File: config.mk
export PLATFORM = sky130hd
export DESIGN_NAME = sflag_guard
export DESIGN_NICKNAME = d
export VERILOG_FILES = /design/src/rtl/sflag_pkg.sv /design/src/rtl/sflag_decode.sv /design/src/rtl/sflag_cell.sv /design/src/rtl/sflag_readback.sv /design/src/rtl/sflag_guard.sv
export SDC_FILE = /design/constraint.sdc
export NUM_CORES = 1
export LEC_CHECK = 0
export ABC_CLOCK_PERIOD_IN_PS = 4000
export CAP_MARGIN = 20
export CELL_PAD_IN_SITES_DETAIL_PLACEMENT = 1
export CELL_PAD_IN_SITES_GLOBAL_PLACEMENT = 2
export CORE_MARGIN = 3
export CORE_UTILIZATION = 20
export CTS_CLUSTER_DIAMETER = 200
export DETAILED_ROUTE_END_ITERATION = 10
export PLACE_DENSITY = 0.76
export SLEW_MARGIN = 20
export SYNTH_ARGS = -nofsm -noshare
export SYNTH_HDL_FRONTEND = slang
export SYNTH_HIERARCHICAL = 1
export SYNTH_SLANG_ARGS = --single-unit
File: constraint.sdc
create_clock -name clk -period 4 [get_ports clk]
set_input_delay 0.8 -clock clk [delete_from_list [all_inputs] [get_ports clk]]
set_output_delay 0.8 -clock clk [all_outputs]
set_load 0.03 [all_outputs]
File: src/rtl/sflag_pkg.sv
package sflag_pkg;
  // Classification of one bus cycle as seen by a single flag
  typedef enum logic [1:0] {
    ACC_IDLE   = 2'd0,
    ACC_STATUS = 2'd1,
    ACC_DATA   = 2'd2,
    ACC_OTHER  = 2'd3
  } acc_kind_t;

  typedef struct packed {
    logic flag;
    logic armed;
  } flag_state_t;
endpackage

File: src/rtl/sflag_decode.sv
module sflag_decode #(
  parameter int NUM_FLAGS   = 2,
  parameter int ADDR_W      = 4,
  parameter int STATUS_ADDR = 0,
  parameter int DATA_BASE   = 1
) (
  input  logic                 bus_rd,
  input  logic                 bus_wr,
  input  logic [ADDR_W-1:0]    bus_addr,
  output logic                 stat_rd,
  output logic [NUM_FLAGS-1:0] data_acc
);
  localparam logic [ADDR_W-1:0] STAT_A = ADDR_W'(STATUS_ADDR);

  assign stat_rd = bus_rd && (bus_addr == STAT_A);

  for (genvar i = 0; i < NUM_FLAGS; i++) begin : g_hit
    localparam logic [ADDR_W-1:0] DATA_A = ADDR_W'(DATA_BASE + i);
    assign data_acc[i] = (bus_rd || bus_wr) && (bus_addr == DATA_A);
  end
endmodule

File: src/rtl/sflag_cell.sv
module sflag_cell
  import sflag_pkg::*;
(
  input  logic clk,
  input  logic rst,
  input  logic set_pulse,
  input  logic protect,
  input  logic stat_rd,
  input  logic data_acc,
  output logic flag,
  output logic armed
);
  flag_state_t st_q, st_d;
  acc_kind_t   kind;
  logic        clr_fire;

  always_comb begin
    if (stat_rd)       kind = ACC_STATUS;
    else if (data_acc) kind = ACC_DATA;
    else               kind = ACC_IDLE;
  end

  // Second step completes only if armed and not protected
  assign clr_fire = (kind == ACC_DATA) && st_q.armed && !protect;

  always_comb begin
    st_d = st_q;
    if (!protect && kind == ACC_STATUS) st_d.armed = st_q.flag;
    if (clr_fire) begin
      st_d.armed = 1'b0;
      st_d.flag  = 1'b0;
    end
    if (set_pulse) st_d.flag = 1'b1;   // event wins over clear
  end

  always_ff @(posedge clk) begin
    if (rst) st_q <= '0;
    else     st_q <= st_d;
  end

  assign flag  = st_q.flag;
  assign armed = st_q.armed;
endmodule

File: src/rtl/sflag_readback.sv
module sflag_readback #(
  parameter int NUM_FLAGS = 2,
  parameter int DATA_W    = 8
) (
  input  logic                 clk,
  input  logic                 rst,
  input  logic                 stat_rd,
  input  logic [NUM_FLAGS-1:0] flags,
  output logic [DATA_W-1:0]    rdata
);
  // NUM_FLAGS must not exceed DATA_W
  always_ff @(posedge clk) begin
    if (rst)          rdata <= '0;
    else if (stat_rd) rdata <= DATA_W'(flags);
    else              rdata <= '0;
  end
endmodule

File: src/rtl/sflag_guard.sv
module sflag_guard #(
  parameter int NUM_FLAGS   = 2,
  parameter int ADDR_W      = 4,
  parameter int DATA_W      = 8,
  parameter int STATUS_ADDR = 0,
  parameter int DATA_BASE   = 1
) (
  input  logic                 clk,
  input  logic                 rst,
  input  logic [NUM_FLAGS-1:0] set_pulse,
  input  logic                 brk_active,
  input  logic                 brk_clr_en,
  input  logic                 bus_rd,
  input  logic                 bus_wr,
  input  logic [ADDR_W-1:0]    bus_addr,
  output logic [DATA_W-1:0]    rdata,
  output logic [NUM_FLAGS-1:0] flags
);
  logic                 stat_rd;
  logic [NUM_FLAGS-1:0] data_acc;
  logic [NUM_FLAGS-1:0] armed_vec;
  logic                 protect;

  assign protect = brk_active && !brk_clr_en;

  sflag_decode #(
    .NUM_FLAGS(NUM_FLAGS), .ADDR_W(ADDR_W),
    .STATUS_ADDR(STATUS_ADDR), .DATA_BASE(DATA_BASE)
  ) u_dec (
    .bus_rd(bus_rd), .bus_wr(bus_wr), .bus_addr(bus_addr),
    .stat_rd(stat_rd), .data_acc(data_acc)
  );

  for (genvar i = 0; i < NUM_FLAGS; i++) begin : g_cell
    sflag_cell u_cell (
      .clk(clk), .rst(rst), .set_pulse(set_pulse[i]), .protect(protect),
      .stat_rd(stat_rd), .data_acc(data_acc[i]),
      .flag(flags[i]), .armed(armed_vec[i])
    );
  end

  sflag_readback #(.NUM_FLAGS(NUM_FLAGS), .DATA_W(DATA_W)) u_rb (
    .clk(clk), .rst(rst), .stat_rd(stat_rd), .flags(flags), .rdata(rdata)
  );
endmodule

==> summary.md, run 1 <==
| Metric | Value |
|---|---|
| Status | `finished, final reports clean` |
| Final slew viol count | `0` |
| Top delay family on crit path | `buffers and inverters` |
| CTS Buffer Depth | `2` |
| Final net count | `70` |
| Largest net degree at the start of global routing | `11` |
| Final setup viols | `0` |
| Post-synth top flop | `dfxtp_1` |
| Initial antenna violation count | `0` |
| Core Rows | `14` |
| Pwr Density | `289 mW/mm2` |
| Register area share after synthesis | `0.323` |
| Wirelength per Cell | `10.1 um` |
| Worst Path Arrival | `1.32 ns` |
| Final setup skew | `0.000946 ns` |
| Final Hold Fails | `0` |
| Clk sinks | `6` |
| DRT iter0 DRCs | `1` |
| Buf/Inv on CP | `1` |
| Post-synth design cell area | `372 um2` |
| Worst min-delay path category | `flop to flop` |
| Share of cells above drive strength 1 | `0.143` |
| Hold_sp | `g_cell[1].u_cell/flag` |
| Chip width | `49.1 um` |
| Vias in the first global route | `324` |
| DR pass1 iterations | `3` |
| Worst Setup SP | `g_cell[0].u_cell/flag` |
| Fmax | `472 MHz` |
| Port buffer count | `15` |
| Initial core utilization | `0.228` |
| Synth cell count leaders | `buf_4 (6), dfxtp_1 (6), nand2b_1 (3)` |
| Post-synth EDFFs | `0` |
| Syn avg cell area | `9.78 um2` |
| Slowest stage delay, CP | `0.69 ns` |
| TritonCTS Buffers | `3` |
| Worst path required time | `3.20 ns` |
| CP cell instances | `clkdlybuf4s50_1` |
| Yosys top cell area share | `0.323` |
| Via density | `4.01` |
| Minimum clock period | `2.12 ns` |
| Antenna-violating nets left | `0` |
| Count of warnings emitted by yosys | `6` |
| Vias | `321` |
| Ports | `22` |
| Leakage Power | `0.232 nW` |
| Largest cells by area after synthesis | `dfxtp_1 (32%), buf_4 (12%), and4bb_1 (6.7%)` |
| Area leader, netlist | `dfxtp_1` |
| Die Ht | `49.1 um` |
| Worst-Skew Late Latency | `0.25 ns` |
| Reg2Reg Setup Slack | `3.25 ns` |
| Yosys reg bits | `6` |
| Gp weighted congestion | `0.695` |
| Overflow after GRT | `0` |
| First-pass GRT wire length | `1.40 mm` |
| Clock root buffer | `clkbuf_4` |
| CTS tree | `built` |
| Post-Synthesis Cells | `38` |
| Layout area overhead | `48.8%` |
| Post-CTS Hold Buffers | `0` |
| VDD IR-drop max | `0.0000935 V` |
| CTS resizes | `0` |
| Total Neg Setup Slack | `0 ns` |
| Die Area | `0.00241 mm2` |
| Synth cell types | `17` |
| Setup crit end kind | `output port` |
| FF-to-FF Start | `g_cell[0].u_cell/armed` |
| Crit path max fanout | `4` |
| DRC | `0` |
| Startpoint types | `flop` |
| Placeable Area | `0.00163 mm2` |
| GRT Util Overall | `0.0808` |
| Total Power | `0.160 mW` |
| Kind of critical path | `flop to output port` |
| ANT cells | `0` |
| Final worst path period share | `0.529` |
| H-tree Lvls | `1` |
| Clock transition at path regs | `0.04 ns` |
| CP max stage cell | `clkdlybuf4s50_1` |
| Asr flop ratio synth | `0` |
| RSZ-0062 raised after global routing | `false` |
| Routed wire length | `809 um` |
| Post-CTS setup buffers | `0` |
| Max Cap Viol | `0` |
## cell families (layout without fill, tap and decap cells)
logic type / Yosys count / count (layout) / share of synthesized area
DFF: 6 / 6 / 0.323
other: 1 / 6 / 0.0101
AOI/OAI and AO/OA: 8 / 8 / 0.195
buffers and inverters: 8 / 21 / 0.141
and+or+nand+nor: 15 / 15 / 0.330
## cells in the final DEF (no fill, tap or decap), drive strengths merged
cell type	count
o22ai	2
clkdlybuf4s50	15
conb	6
o21bai	2
nand2b	3
and4bb	2
nor4b	1
and3b	2
clkbuf	4
nor4	2
dfxtp	6
o21ai	1
inv	2
nor2b	3
o21a	1
nor2	2
a32o	2
## per-stage QoR
| step | util | std cells | hold slack [ns] | setup WS [ns] | area [um2] |
|---|---|---|---|---|---|
| final | 0.339 | 80 | 0.528 | 1.88 | 553 |
| after global placement | 0.323 | 76 | 0.513 | 1.33 | 526 |
| after global routing | 0.339 | 80 | 0.575 | 1.81 | 553 |
| after floorplan | - | 43 | 0.547 | 2.12 | 390 |
| after detailed placement | 0.323 | 76 | 0.523 | 1.29 | 526 |
| after CTS | 0.336 | 79 | 0.530 | 1.55 | 548 |
## final timing paths
path                       endpoint  cells past startpoint
max                        flags[0]                      1
min reg2reg   g_cell[1].u_cell/flag                      2
min           g_cell[1].u_cell/flag                      2
max reg2reg  g_cell[0].u_cell/armed                      2
## registers in the layout (all words and copies together) (netlist names)
register / count
u_rb/rdata: 2
g_cell.u_cell/flag: 2
g_cell.u_cell/armed: 2
## where the power goes
group	internal [mW]	total [mW]	switching [mW]
sequential	0.0622	0.0643	0.00205
clock	0.0340	0.0572	0.0231
combinational	0.0182	0.0383	0.0201
## layout make-up
cell class,instances,area (um2)
multi-input cells,29,218
flip-flops and latches,6,120
inverters,2,7.51
repair buffers,16,155
fillers,196,1080
clock buffers,3,22.5
well taps,24,30.0
## per-layer routing
metal / track usage / vias up / routed length [um]
met5: 0 / - / 0
met4: 0.0569 / 0 / 21
met3: 0.0642 / 4 / 95
met2: 0.121 / 14 / 376
met1: 0.0735 / 141 / 316
li1: - / 162 / -
(Power assumes the default switching activity.)
==> run 2, diff against run 1 <==
Settings changed: ABC_CLOCK_PERIOD_IN_PS 4000 to 2000, CORE_UTILIZATION 20 to 19, PLACE_DENSITY 0.76 to 0.72.
Clock period 4 ns to 2 ns, I/O delays scaled along.
==> summary.md, run 2 (synthesis gave the netlist of run 1 again) <==
| Metric | Value |
|---|---|
| Vias | `332 (+3.4%)` |
| ANT cells | `0 (unchanged)` |
| Final setup viols | `0 (unchanged)` |
| Port buffer count | `15 (unchanged)` |
| Reg area | `120 um2 (unchanged)` |
| Footprint of the multi-input gates | `218 um2 (unchanged)` |
| Chip width | `50.2 um (+2.3%)` |
| Top delay family on crit path | `buffers and inverters` |
| Initial antenna violation count | `0 (unchanged)` |
| Clock transition at path regs | `0.05 ns (about the same)` |
| TritonCTS Buffers | `3 (unchanged)` |
| Antenna-violating nets left | `0 (unchanged)` |
| Share of cells above drive strength 1 | `0.143 (unchanged)` |
| Total Power | `0.321 mW (+100%)` |
| HPWL Detailed | `703 um` |
| Crit path max fanout | `4 (unchanged)` |
| Largest net degree at the start of global routing | `11 (unchanged)` |
| Startpoint types | `flop` |
| Ports | `22 (unchanged)` |
| Minimum clock period | `1.71 ns` |
| DRT iter0 DRCs | `3 (+2)` |
| Final worst path period share | `0.855` |
| Routed wire length | `874 um (+8.0%)` |
| H-tree Lvls | `1 (unchanged)` |
| Worst Path Arrival | `1.31 ns (about the same)` |
| First-pass GRT wire length | `1.43 mm (+2.0%)` |
| Worst R2R End | `g_cell[0].u_cell/armed` |
| Placeable Area | `0.00178 mm2 (+9.4%)` |
| Layout area overhead | `49.8%` |
| Fmax | `585 MHz` |
| Slowest stage delay, CP | `0.69 ns (about the same)` |
| Worst min-delay path category | `flop to flop` |
| Max Cap Viol | `0 (unchanged)` |
| Core Rows | `15 (+1)` |
| Post-CTS setup buffers | `0 (unchanged)` |
| Reg2Reg Setup Slack | `1.25 ns (-2.00 ns)` |
| Clock root buffer | `clkbuf_4` |
| Initial core utilization | `0.208 (-0.0197)` |
| Status | `finished, final reports clean` |
| Overflow after GRT | `0 (unchanged)` |
| Hold path endpoint | `g_cell[0].u_cell/flag` |
| Leakage Power | `0.233 nW (+0.34%)` |
| DR pass1 iterations | `2 (-1)` |
| Clk sinks | `6 (unchanged)` |
| Final setup skew | `0.0000771 ns (-0.000869 ns)` |
| GRT Util Overall | `0.0774 (-0.00344)` |
| DRC | `0 (unchanged)` |
| CP cell instances | `clkdlybuf4s50_1` |
| Kind of critical path | `flop to output port` |
| Vias in the first global route | `335 (+3.4%)` |
| CP max stage cell | `clkdlybuf4s50_1` |
| Worst-Skew Late Latency | `0.24 ns (about the same)` |
| Post-CTS Hold Buffers | `0 (unchanged)` |
| VDD IR-drop max | `0.000147 V (+57%)` |
| Commonest non-fill, non-tap cells in the layout | `clkdlybuf4s50_1 (15), dfxtp_1 (6), conb_1 (6)` |
| Worst path required time | `1.60 ns (-1.60 ns)` |
| Gp weighted congestion | `0.627 (-9.8%)` |
| Total Neg Setup Slack | `0 ns (unchanged)` |
| Pwr Density | `576 mW/mm2 (+99%)` |
| Final net count | `70 (unchanged)` |
| CTS tree | `built` |
| FF-to-FF Start | `g_cell[0].u_cell/armed` |
| Hold-critical path depth | `2 (unchanged)` |
| FF-to-FF path depth | `2 (unchanged)` |
| CTS Buffer Depth | `2 (unchanged)` |
| Wirelength per Cell | `10.8 um (+6.7%)` |
| Final slew viol count | `0 (unchanged)` |
| Setup crit end kind | `output port` |
| Final Hold Fails | `0 (unchanged)` |
| Die Area | `0.00252 mm2 (+4.6%)` |
| RSZ-0062 raised after global routing | `false` |
| FILL cells | `210 (+7.1%)` |
| Hold_sp | `g_cell[0].u_cell/flag` |
| Leading cell type in the layout, fill and taps excluded | `clkdlybuf4s50_1` |
| Via density | `4.10 (+2.1%)` |
| CTS resizes | `0 (unchanged)` |
| Buf/Inv on CP | `1 (unchanged)` |
| Post-layout util | `0.312 (-0.0272)` |
| Die Ht | `50.2 um (+2.3%)` |
[run 2: changes by cell type in the layout (fill, tap and decap cells not counted)]
cell / previous run / this run
buf_4: 0 / 1
clkbuf_2: 1 / 0
[run 2: report_power, final]
part / leakage [nW] / internal, mW / switching (mW)
registers: 0.0491 / 0.124 / 0.00406
clock network: 0.0138 / 0.0681 / 0.0469
logic: 0.170 / 0.0366 / 0.0408
[run 2: worst max path at each step]
| stage | startpoint | end | slack (ns) | cells after the start |
|---|---|---|---|---|
| 6_report | g_cell[1].u_cell/flag | flags[1] | 0.29 | 1 |
| 5_1_grt | g_cell[1].u_cell/flag | flags[1] | 0.23 | 1 |
| 4_1_cts | g_cell[0].u_cell/flag | flags[0] | 0.27 | 1 |
| 3_5_place_dp | bus_addr[1] | g_cell[1].u_cell/armed | 0.19 | 6 |
| 3_3_place_gp | bus_addr[1] | g_cell[1].u_cell/armed | 0.24 | 6 |
| 2_1_floorplan | bus_addr[1] | g_cell[0].u_cell/armed | 0.52 | 4 |
[run 2: metrics by stage]
stage / area (um2) / worst slack [ns] / hold slack, ns / instances
after global placement: 534 / 0.240 / 0.518 / 78
after floorplan: 390 / 0.518 / 0.501 / 43
final: 557 / 0.291 / 0.526 / 81
after global routing: 557 / 0.232 / 0.550 / 81
after detailed placement: 534 / 0.191 / 0.524 / 78
after CTS: 557 / 0.272 / 0.532 / 81
[run 2: routing by layer]
| layer | vias to the layer above | part of all wire | track usage |
|---|---|---|---|
| li1 | 162 | - | - |
| met1 | 158 | 0.41 | 0.0768 |
| met2 | 10 | 0.49 | 0.113 |
| met3 | 2 | 0.074 | 0.0208 |
| met4 | 0 | 0.025 | 0.106 |
| met5 | - | 0 | 0 |
[run 2: cell type report]
type / count / area share
clock buffer: 3 / 0.0404
inverter: 2 / 0.0135
multi-input combinational: 29 / 0.391
sequential: 6 / 0.216
tap: 25 / 0.0562
timing repair buffer: 16 / 0.283
==> run 3, diff against run 2 <==
Settings changed: GPL_TIMING_DRIVEN set to 0.
==> summary.md, run 3 (synthesis gave the netlist of run 1 again) <==
| Metric | Value |
|---|---|
| Setup crit end kind | `flop` |
| Clk sinks | `6 (unchanged)` |
| Sequential share of power | `0.391 (-0.009)` |
| Status | `finished, final reports clean` |
| WHS | `0.529 ns (+0.00313 ns)` |
| Wirelength per Cell | `10.2 um (-5.7%)` |
| VDD IR-drop max | `0.000163 V (+11%)` |
| Final worst slack | `0.239 ns (-0.0512 ns)` |
| DR pass1 iterations | `2 (unchanged)` |
| CTS tree | `built` |
| GRT Util Overall | `0.0767 (-0.000666)` |
| RSZ-0062 raised after global routing | `false` |
| Final worst path period share | `0.880 (+0.0256)` |
| CTS Buffer Depth | `2 (unchanged)` |
| Worst-Skew Late Latency | `0.24 ns (about the same)` |
| TritonCTS Buffers | `3 (unchanged)` |
| Post-CTS setup buffers | `0 (unchanged)` |
| DRT iter0 DRCs | `2 (-1)` |
| Leakage Power | `0.260 nW (+12%)` |
| FILL cells | `221 (+5.2%)` |
| Vias in the first global route | `329 (-1.8%)` |
| Worst path required time | `2.13 ns (+0.53 ns)` |
| Startpoint types | `primary input` |
| Placed Area | `572 um2 (+7.0%)` |
| Clock power share | `0.343 (-0.016)` |
| P_sw | `0.0911 mW (-0.62%)` |
| Commonest non-fill, non-tap cells in the layout | `clkdlybuf4s50_1 (15), dfxtp_1 (6), buf_4 (6), conb_1 (6)` |
| Hold-critical path depth | `2 (unchanged)` |
| Gp weighted congestion | `0.614 (-2.0%)` |
| Pwr Density | `546 mW/mm2 (-5.3%)` |
| Die Ht | `50.2 um (unchanged)` |
| Port buffer count | `15 (unchanged)` |
| Setup slack at placement | `-0.295 ns (-0.486 ns)` |
| Crit path max fanout | `8 (+4)` |
| Final net count | `75 (+7.1%)` |
| Post-Layout Cell Count | `86 (+6.2%)` |
| Chip width | `50.2 um (unchanged)` |
| Total Neg Setup Slack | `0 ns (unchanged)` |
| Layout area overhead | `61.6%` |
| Placed cells | `83 (+6.4%)` |
| Share of cells above drive strength 1 | `0.230 (+0.0867)` |
| Antenna-violating nets left | `0 (unchanged)` |
| FF-to-FF path depth | `2 (unchanged)` |
| Worst R2R End | `g_cell[0].u_cell/armed` |
| Max Cap Viol | `0 (unchanged)` |
| Final instance area | `601 um2 (+7.9%)` |
| Overflow after GRT | `0 (unchanged)` |
| Via density | `3.97 (-3.3%)` |
| Vias | `341 (+2.7%)` |
| Die Area | `0.00252 mm2 (unchanged)` |
| Initial core utilization | `0.208 (unchanged)` |
| Final Hold Fails | `0 (unchanged)` |
| Headroom to the max-slew limit | `0.523` |
| Worst Path Arrival | `1.89 ns (+0.58 ns)` |
| Clock root buffer | `clkbuf_4` |
| H-tree Lvls | `1 (unchanged)` |
| Sw frac | `0.278 (-0.00781)` |
| Clock transition at path regs | `0.05 ns (about the same)` |
| Largest net degree at the start of global routing | `11 (unchanged)` |
| Core Rows | `15 (unchanged)` |
| Hold_sp | `g_cell[1].u_cell/flag` |
| Fmax | `568 MHz (-2.9%)` |
| Final slew viol count | `0 (unchanged)` |
| Placeable Area | `0.00178 mm2 (unchanged)` |
| First-pass GRT wire length | `1.41 mm (-0.98%)` |
| Comb power frac | `0.265 (+0.024)` |
| Final setup skew | `0.0000522 ns (-0.0000248 ns)` |
| Worst Tran Pin Value | `0.709 ns` |
| Ports | `22 (unchanged)` |
| Initial antenna violation count | `0 (unchanged)` |
| DRC | `0 (unchanged)` |
| Hold path endpoint | `g_cell[1].u_cell/flag` |
| Minimum clock period | `1.76 ns (+0.0512 ns)` |
| Final setup viols | `0 (unchanged)` |
| P_int | `0.237 mW (+3.3%)` |
| Kind of critical path | `primary input to flop` |
| Worst min-delay path category | `flop to flop` |
| Reg2Reg Setup Slack | `1.26 ns (about the same)` |
| HPWL Detailed | `704 um (+0.16%)` |
| Leading cell type in the layout, fill and taps excluded | `clkdlybuf4s50_1` |
| ANT cells | `0 (unchanged)` |
| Routed wire length | `875 um (+0.11%)` |
| FF-to-FF Start | `g_cell[0].u_cell/armed` |
[run 3: cell count changes in the layout (fill, tap and decap cells not counted), sizes merged]
cell  change
buf       +5
[run 3: critical path, cell delays in order]
cell and delay [ns]:
clkdlybuf4s50_1 0.45, nand2b_1 0.17, nor4_2 0.53, o21bai_1 0.12
a32o_1 0.23
[run 3: through the flow]
step	util	total power [mW]
5_1_grt	0.337	0.347
4_1_cts	0.337	0.335
2_1_floorplan	-	0.178
6_report	0.337	0.328
3_3_place_gp	0.321	0.216
3_5_place_dp	0.321	0.217
[run 3: power by group through the flow]
| stage | Sequential [mW] | Clock (mW) | Combinational (mW) |
|---|---|---|---|
| 3_5_place_dp | 0.131 | 0 | 0.0859 |
| 3_3_place_gp | 0.131 | 0 | 0.0850 |
| 6_report | 0.128 | 0.112 | 0.0869 |
| 4_1_cts | 0.128 | 0.120 | 0.0869 |
| 2_1_floorplan | 0.137 | 0 | 0.0404 |
| 5_1_grt | 0.129 | 0.125 | 0.0923 |
[run 3: what timing repair did]
| item | in CTS | in global routing |
|---|---|---|
| gates resized for setup | 1 | 0 |
| hold buffers | 0 | 0 |
| endpoints found under the setup margin | 4 | 0 |
[run 3: layer usage]
metal	vias to the layer above	part of all wire	track usage	wire, um
met1	155	0.43	0.0856	375
li1	174	-	-	-
met5	-	0	0	0
met4	0	0.022	0.0829	19
met3	2	0.063	0.0178	55
met2	10	0.48	0.113	424
[run 3: area by class of cell]
cell class              instances  area [um2]  share of cell area
multi-input cells              29         224               0.373
repair buffers                 15         150               0.250
flip-flops and latches          6         120               0.200
plain buffers                   6        45.0              0.0750
well taps                      25        31.3              0.0521
clock buffers                   3        22.5              0.0375
inverters                       2        7.51              0.0125
[run 3: worst max path at each step]
| stage | cells past startpoint | start | slack (ns) | to |
|---|---|---|---|---|
| after floorplan | 4 | bus_addr[1] | 0.52 | g_cell[0].u_cell/armed |
| after global placement | 5 | bus_addr[1] | -0.27 | g_cell[1].u_cell/armed |
| after detailed placement | 5 | bus_addr[1] | -0.30 | g_cell[0].u_cell/armed |
| after CTS | 1 | g_cell[0].u_cell/flag | 0.28 | flags[0] |
| after global routing | 5 | bus_addr[1] | 0.16 | g_cell[0].u_cell/armed |
| final | 5 | bus_addr[1] | 0.24 | g_cell[1].u_cell/armed |
